`src/rtl/cmd_write_seq.sv`:
```
module cmd_write_seq #(
  parameter int CLASS_W = 10,
  parameter int OFF_W   = 12,
  parameter int DATA_W  = 32
) (
  input  logic               clk,
  input  logic               rst_n,
  input  logic               cmd_valid,
  output logic               cmd_ready,
  input  logic [31:0]        cmd_word,
  output logic               wr_valid,
  input  logic               wr_ready,
  output logic [CLASS_W-1:0] wr_class,
  output logic [OFF_W-1:0]   wr_offset,
  output logic [DATA_W-1:0]  wr_data,
  output logic               evt_valid,
  output logic               evt_gather,
  output logic [31:0]        evt_addr,
  output logic               evt_gather_reg,
  output logic               evt_gather_incr,
  output logic [OFF_W-1:0]   evt_offset,
  output logic [13:0]        evt_count,
  output logic               err_flag
);
  localparam logic [1:0] M_INC = 2'd0, M_FIX = 2'd1, M_MSK = 2'd2;

  logic               in_pay;
  logic [1:0]         mode;
  logic [OFF_W-1:0]   base;
  logic [15:0]        left;
  logic [15:0]        bits;
  logic [CLASS_W-1:0] cur_class;
  logic [3:0]         low_idx;

  wire        take     = cmd_valid && cmd_ready;
  wire [3:0]  op       = cmd_word[31:28];
  wire [11:0] hdr_off  = cmd_word[27:16];
  wire [15:0] hdr_lo   = cmd_word[15:0];
  wire [15:0] bits_nxt = bits & (bits - 16'd1);

  assign cmd_ready = !wr_valid;

  always_comb begin
    low_idx = 4'd0;
    for (int i = 15; i >= 0; i--)
      if (bits[i]) low_idx = i[3:0];
  end

  always_ff @(posedge clk) begin
    if (!rst_n) begin
      in_pay          <= 1'b0;
      mode            <= M_INC;
      base            <= '0;
      left            <= '0;
      bits            <= '0;
      cur_class       <= '0;
      wr_valid        <= 1'b0;
      wr_class        <= '0;
      wr_offset       <= '0;
      wr_data         <= '0;
      evt_valid       <= 1'b0;
      evt_gather      <= 1'b0;
      evt_addr        <= '0;
      evt_gather_reg  <= 1'b0;
      evt_gather_incr <= 1'b0;
      evt_offset      <= '0;
      evt_count       <= '0;
      err_flag        <= 1'b0;
    end else begin
      evt_valid <= 1'b0;
      if (wr_valid && wr_ready) wr_valid <= 1'b0;
      if (take && !in_pay) begin
        case (op)
          4'd0: begin
            cur_class <= cmd_word[15:6];
            base      <= hdr_off;
            bits      <= {10'd0, cmd_word[5:0]};
            mode      <= M_MSK;
            in_pay    <= cmd_word[5:0] != 6'd0;
          end
          4'd1, 4'd2: begin
            base   <= hdr_off;
            left   <= hdr_lo;
            mode   <= (op == 4'd1) ? M_INC : M_FIX;
            in_pay <= hdr_lo != 16'd0;
          end
          4'd3: begin
            base   <= hdr_off;
            bits   <= hdr_lo;
            mode   <= M_MSK;
            in_pay <= hdr_lo != 16'd0;
          end
          4'd4: begin
            wr_valid  <= 1'b1;
            wr_class  <= cur_class;
            wr_offset <= hdr_off;
            wr_data   <= {{(DATA_W-16){1'b0}}, hdr_lo};
          end
          4'd5: begin
            evt_valid       <= 1'b1;
            evt_gather      <= 1'b0;
            evt_addr        <= {cmd_word[27:0], 4'd0};
            evt_gather_reg  <= 1'b0;
            evt_gather_incr <= 1'b0;
            evt_offset      <= '0;
            evt_count       <= '0;
          end
          4'd6: begin
            evt_valid       <= 1'b1;
            evt_gather      <= 1'b1;
            evt_addr        <= '0;
            evt_gather_reg  <= cmd_word[15];
            evt_gather_incr <= cmd_word[14];
            evt_offset      <= hdr_off;
            evt_count       <= cmd_word[13:0];
          end
          default: err_flag <= 1'b1;
        endcase
      end else if (take) begin
        wr_valid <= 1'b1;
        wr_class <= cur_class;
        wr_data  <= cmd_word[DATA_W-1:0];
        case (mode)
          M_INC: begin
            wr_offset <= base;
            base      <= base + 1'b1;
            left      <= left - 16'd1;
            if (left == 16'd1) in_pay <= 1'b0;
          end
          M_FIX: begin
            wr_offset <= base;
            left      <= left - 16'd1;
            if (left == 16'd1) in_pay <= 1'b0;
          end
          default: begin
            wr_offset <= base + {{(OFF_W-4){1'b0}}, low_idx};
            bits      <= bits_nxt;
            if (bits_nxt == 16'd0) in_pay <= 1'b0;
          end
        endcase
      end
    end
  end

  AST_STALL_INPUT: assert property (@(posedge clk) disable iff (!rst_n)
    wr_valid |-> !cmd_ready);
  AST_WR_HOLD: assert property (@(posedge clk) disable iff (!rst_n)
    (wr_valid && !wr_ready) |=> (wr_valid && $stable(wr_offset) && $stable(wr_data) && $stable(wr_class)));
  AST_ERR_STICKY: assert property (@(posedge clk) disable iff (!rst_n)
    err_flag |=> err_flag);
  AST_ERR_SET: assert property (@(posedge clk) disable iff (!rst_n)
    (take && !in_pay && op >= 4'd7) |=> (err_flag && !evt_valid));
  AST_WR_CAUSE: assert property (@(posedge clk) disable iff (!rst_n)
    $rose(wr_valid) |-> $past(take));
  AST_EVT_CAUSE: assert property (@(posedge clk) disable iff (!rst_n)
    evt_valid |-> $past(take));
endmodule

```
`config.mk`:
```
export PLATFORM = sky130hd
export DESIGN_NAME = cmd_write_seq
export DESIGN_NICKNAME = d
export VERILOG_FILES = /design/src/rtl/cmd_write_seq.sv
export SDC_FILE = /design/constraint.sdc
export NUM_CORES = 1
export LEC_CHECK = 0
export BUFFER_PORTS_ARGS = -buffer_cell sky130_fd_sc_hd__buf_2
export CORE_MARGIN = 2
export CORE_UTILIZATION = 49
export CTS_CLUSTER_DIAMETER = 100
export DETAILED_ROUTE_END_ITERATION = 7
export GPL_TIMING_DRIVEN = 0
export PLACE_DENSITY_LB_ADDON = 0.08
export SKIP_CTS_REPAIR_TIMING = 1
export SYNTH_ARGS = -nofsm -noshare
export SYNTH_HDL_FRONTEND = slang
export SYNTH_SLANG_ARGS = --single-unit
```
`constraint.sdc`:
```
create_clock -name clk -period 2.8 [get_ports clk]
set_clock_uncertainty 0.1 [all_clocks]
set_input_delay 0.84 -clock clk [delete_from_list [all_inputs] [get_ports clk]]
set_output_delay 0.84 -clock clk [all_outputs]
set_load 0.005 [all_outputs]
```
==> results.py <==
metrics = {
    "status": {
        "status": "finished with violations",
        "violations": "setup timing",
    },
    "cts": {
        "clk-insertion-delay-late_ps": 420,
        "clock_sinks": 171,
        "cts_tree": "done",
        "h-tree-depth": 4,
        "path_clk_slew_ps": 70,
        "cts_root_buffer": "clkbuf_16",
        "cts_buffers": 17,
        "clk_path_buf_depth": 2,
    },
    "synthesis": {
        "synthTopCellsByArea": "dfxtp_1 (46%), a22oi_1 (6.5%), nor2_1 (6.5%)",
        "yosysWarnings": 0,
        "synth_common_cells": "dfxtp_1 (171), nor2_1 (130), nand2_1 (113), a21oi_1 (75), a22oi_1 (65)",
        "synthFlopType": "dfxtp_1",
        "netlist.top_cell.by_area": "dfxtp_1",
        "synthArstFlopShare": 0,
        "avgSynthCellArea_um2": 8.278,
        "ys_ff_latch": 171,
        "syn_inst": 902,
        "synth-edff-count": 0,
        "yosysMostFrequentCell": "dfxtp_1",
        "post_synth_num_cell_types": 67,
        "synth_top_area_share": 0.4584,
        "syn_area_um2": 7467,
        "yosysSeqAreaShare": 0.4584,
    },
    "power": {
        "p_leak_uw": 0.003753,
        "ir_worst_vdd_mv": 0.4285,
        "power_density_nw_per_um2": 631.9,
    },
    "drt": {
        "met2_length_um": 11540,
        "drt-met1-wl_um": 11110,
        "dr.pass1.iters": 5,
        "top_layer": "met4",
        "vias": 7455,
        "drt-initial-drc-count": 800,
        "wirelength_um": 24410,
        "drc": 0,
        "met3_length_um": 1406,
        "detail_route.wl_per_cell_um": 19.11,
        "ant_nets": 0,
        "viasPerCell": 5.838,
    },
    "die": {
        "fp.dieW_um": 127.4,
        "die_h_um": 127.4,
        "core_um2": 15030,
        "dieArea_um2": 16240,
        "io_pins": 155,
        "start_util": 0.4967,
        "row_count": 45,
    },
    "critical_path": {
        "crit_arrival_ps": 3450,
        "path_cells": "inv_2 -> a21oi_1 -> o21ai_1 -> a21oi_1 -> o31ai_1 -> a221o_1 -> ha_2 -> inv_2 -> fa_2 -> nor2b_1 -> o21a_1 -> o21ai_2 -> or4_4 -> xor2_1 -> o41ai_1",
        "end_kind": "flip-flop",
        "crit_type": "flip-flop to flip-flop",
        "timing.rr.end": "wr_offset[10]",
        "rrSetupSlack_ps": -430,
        "cp.required_ps": 3030,
        "slowest_delay_ps": 490,
        "crit_fanout": 4,
        "setup.worst_path.start_class": "flip-flop",
        "rr_startpoint": "bits[14]",
        "r2r_cells": 15,
        "cp_slowest_cell": "or4_4",
    },
    "run": {
        "maxCapViolations": 0,
    },
    "sta": {
        "relSlewSlack": 0.4344,
        "grt_setup_unrepaired": "true",
        "max_freq_ghz": 0.3099,
        "hold_violations": 0,
        "tightest_slew_ps": 843.8,
        "finalCritPeriodShare": 1.152,
        "slew_violations": 0,
        "period_needed_ps": 3227,
        "finalWorstSetupSlack_ps": -426.7,
        "setup_viol": 6,
    },
    "placed_design": {
        "place_ws_ps": -573.1,
        "dp.cells": 1241,
        "gp_congestion": 0.9571,
        "io_buffers": 148,
        "dp_hpwl_um": 17190,
    },
    "final_layout": {
        "area_growth_pct": 23.91,
        "stdcell_count": 1277,
        "reg.largest.list": "wr_data: 32 flops, evt_addr: 28 flops",
        "drive_gt1_frac": 0.2277,
        "largest-register": "wr_data",
        "n_antenna_cell": 0,
        "fin_nets": 1120,
        "largest_reg_flops": 32,
    },
    "grt": {
        "grt_usage": 0.2973,
        "grt_pass1_vias": 6577,
        "grt_max_degree": 17,
        "grt_pass1_wl_um": 37500,
        "grt-ovfl-total": 0,
        "antenna_found_initial": 0,
    },
    "worst_hold_path": {
        "min-delay-start": "wr_data[9]",
        "min_to": "wr_data[9]",
        "hp-class": "flip-flop to flip-flop",
        "min_path_cells": 2,
    },
}
## cells by family after synthesis
family	count (synthesis)	synth area share
AOI/OAI and AO/OA	274	0.2416
buffers and inverters	89	0.05345
and+or+nand+nor	333	0.1986
DFF	171	0.4584
other	1	0.0005022
adders and majority gates	10	0.01709
muxes	13	0.01743
xor gates and xnor gates	11	0.01290
## how the worst max path moves through the flow
| stage | startpoint | to | slack (ps) | depth (start not counted) |
|---|---|---|---|---|
| after floorplan | bits[14] | wr_offset[10] | -40 | 15 |
| after global placement | cmd_word[29] | wr_data[9] | -570 | 8 |
| after detailed placement | cmd_valid | evt_addr[24] | -570 | 7 |
| after CTS | bits[12] | wr_offset[5] | -520 | 12 |
| after global routing | bits[14] | wr_offset[10] | -470 | 15 |
| final | bits[14] | wr_offset[10] | -430 | 15 |
## layer usage
layer  vias to the layer above  GRT usage
li1                       3552          -
met1                      3598     0.4211
met2                       270     0.4690
met3                        35    0.04983
met4                         0    0.08403
met5                         -          0
## metrics by stage
step                area, um2  hold slack, ps  utilization  power, uW  setup TNS, ps
floorplan                7487           328.5            -       3143         -35.94
global placement         8463           340.3       0.5630       3444         -36060
detailed placement       8463           345.9       0.5630       3452         -38550
CTS                      9051           356.3       0.6021       5817          -6274
global route             9253           364.6       0.6155       6057          -1786
finish                   9253           351.0       0.6155       5847          -1128
## placed cells by master (no fill, tap or decap), drive strengths merged, types with 3 or more instances in the layout
cell and count:
nand2b 5, conb 4, a211oi 6, a22oi 65, xor2 4, a311oi 3, nor2 130, a22o 34
xnor2 7, nand3 14, o31ai 9, o211ai 3, inv 17, o21a 5, nor4 13, clkbuf 82
buf 166, clkinvlp 4, a31oi 7, or3 6, dfxtp 171, and3 4, o21ai 48, a21oi 75
nor3b 5, or4 5, nor3 20, ha 7, bufinv 3, and2 6, mux2i 13, nand2 114
## critical path, delay by kind of cell, from the launching register on
kind,cells,cell delay (ps)
xor+xnor,1,160
compound gates,8,1220
buf+inv,2,100
fa+ha+maj,2,580
simple gates,2,620
flops,1,340
## power breakdown
group | leakage [uW] | switching, uW | internal (uW)
Combinational | 0.00210 | 573 | 305
Clock | 0.000270 | 991 | 1410
Sequential | 0.00139 | 60.5 | 2510
## area by class of cell
| type | count | area (um2) |
|---|---|---|
| flip-flops and latches | 171 | 3436 |
| multi-input cells | 645 | 3807 |
| inverters | 16 | 60.06 |
| fillers | 1383 | 5781 |
| clock buffers | 23 | 447.9 |
| plain buffers | 71 | 340.3 |
| clock inverters | 9 | 140.1 |
| well taps | 188 | 235.2 |
| repair buffers | 154 | 785.8 |
Power figures use the tool's default switching activity.
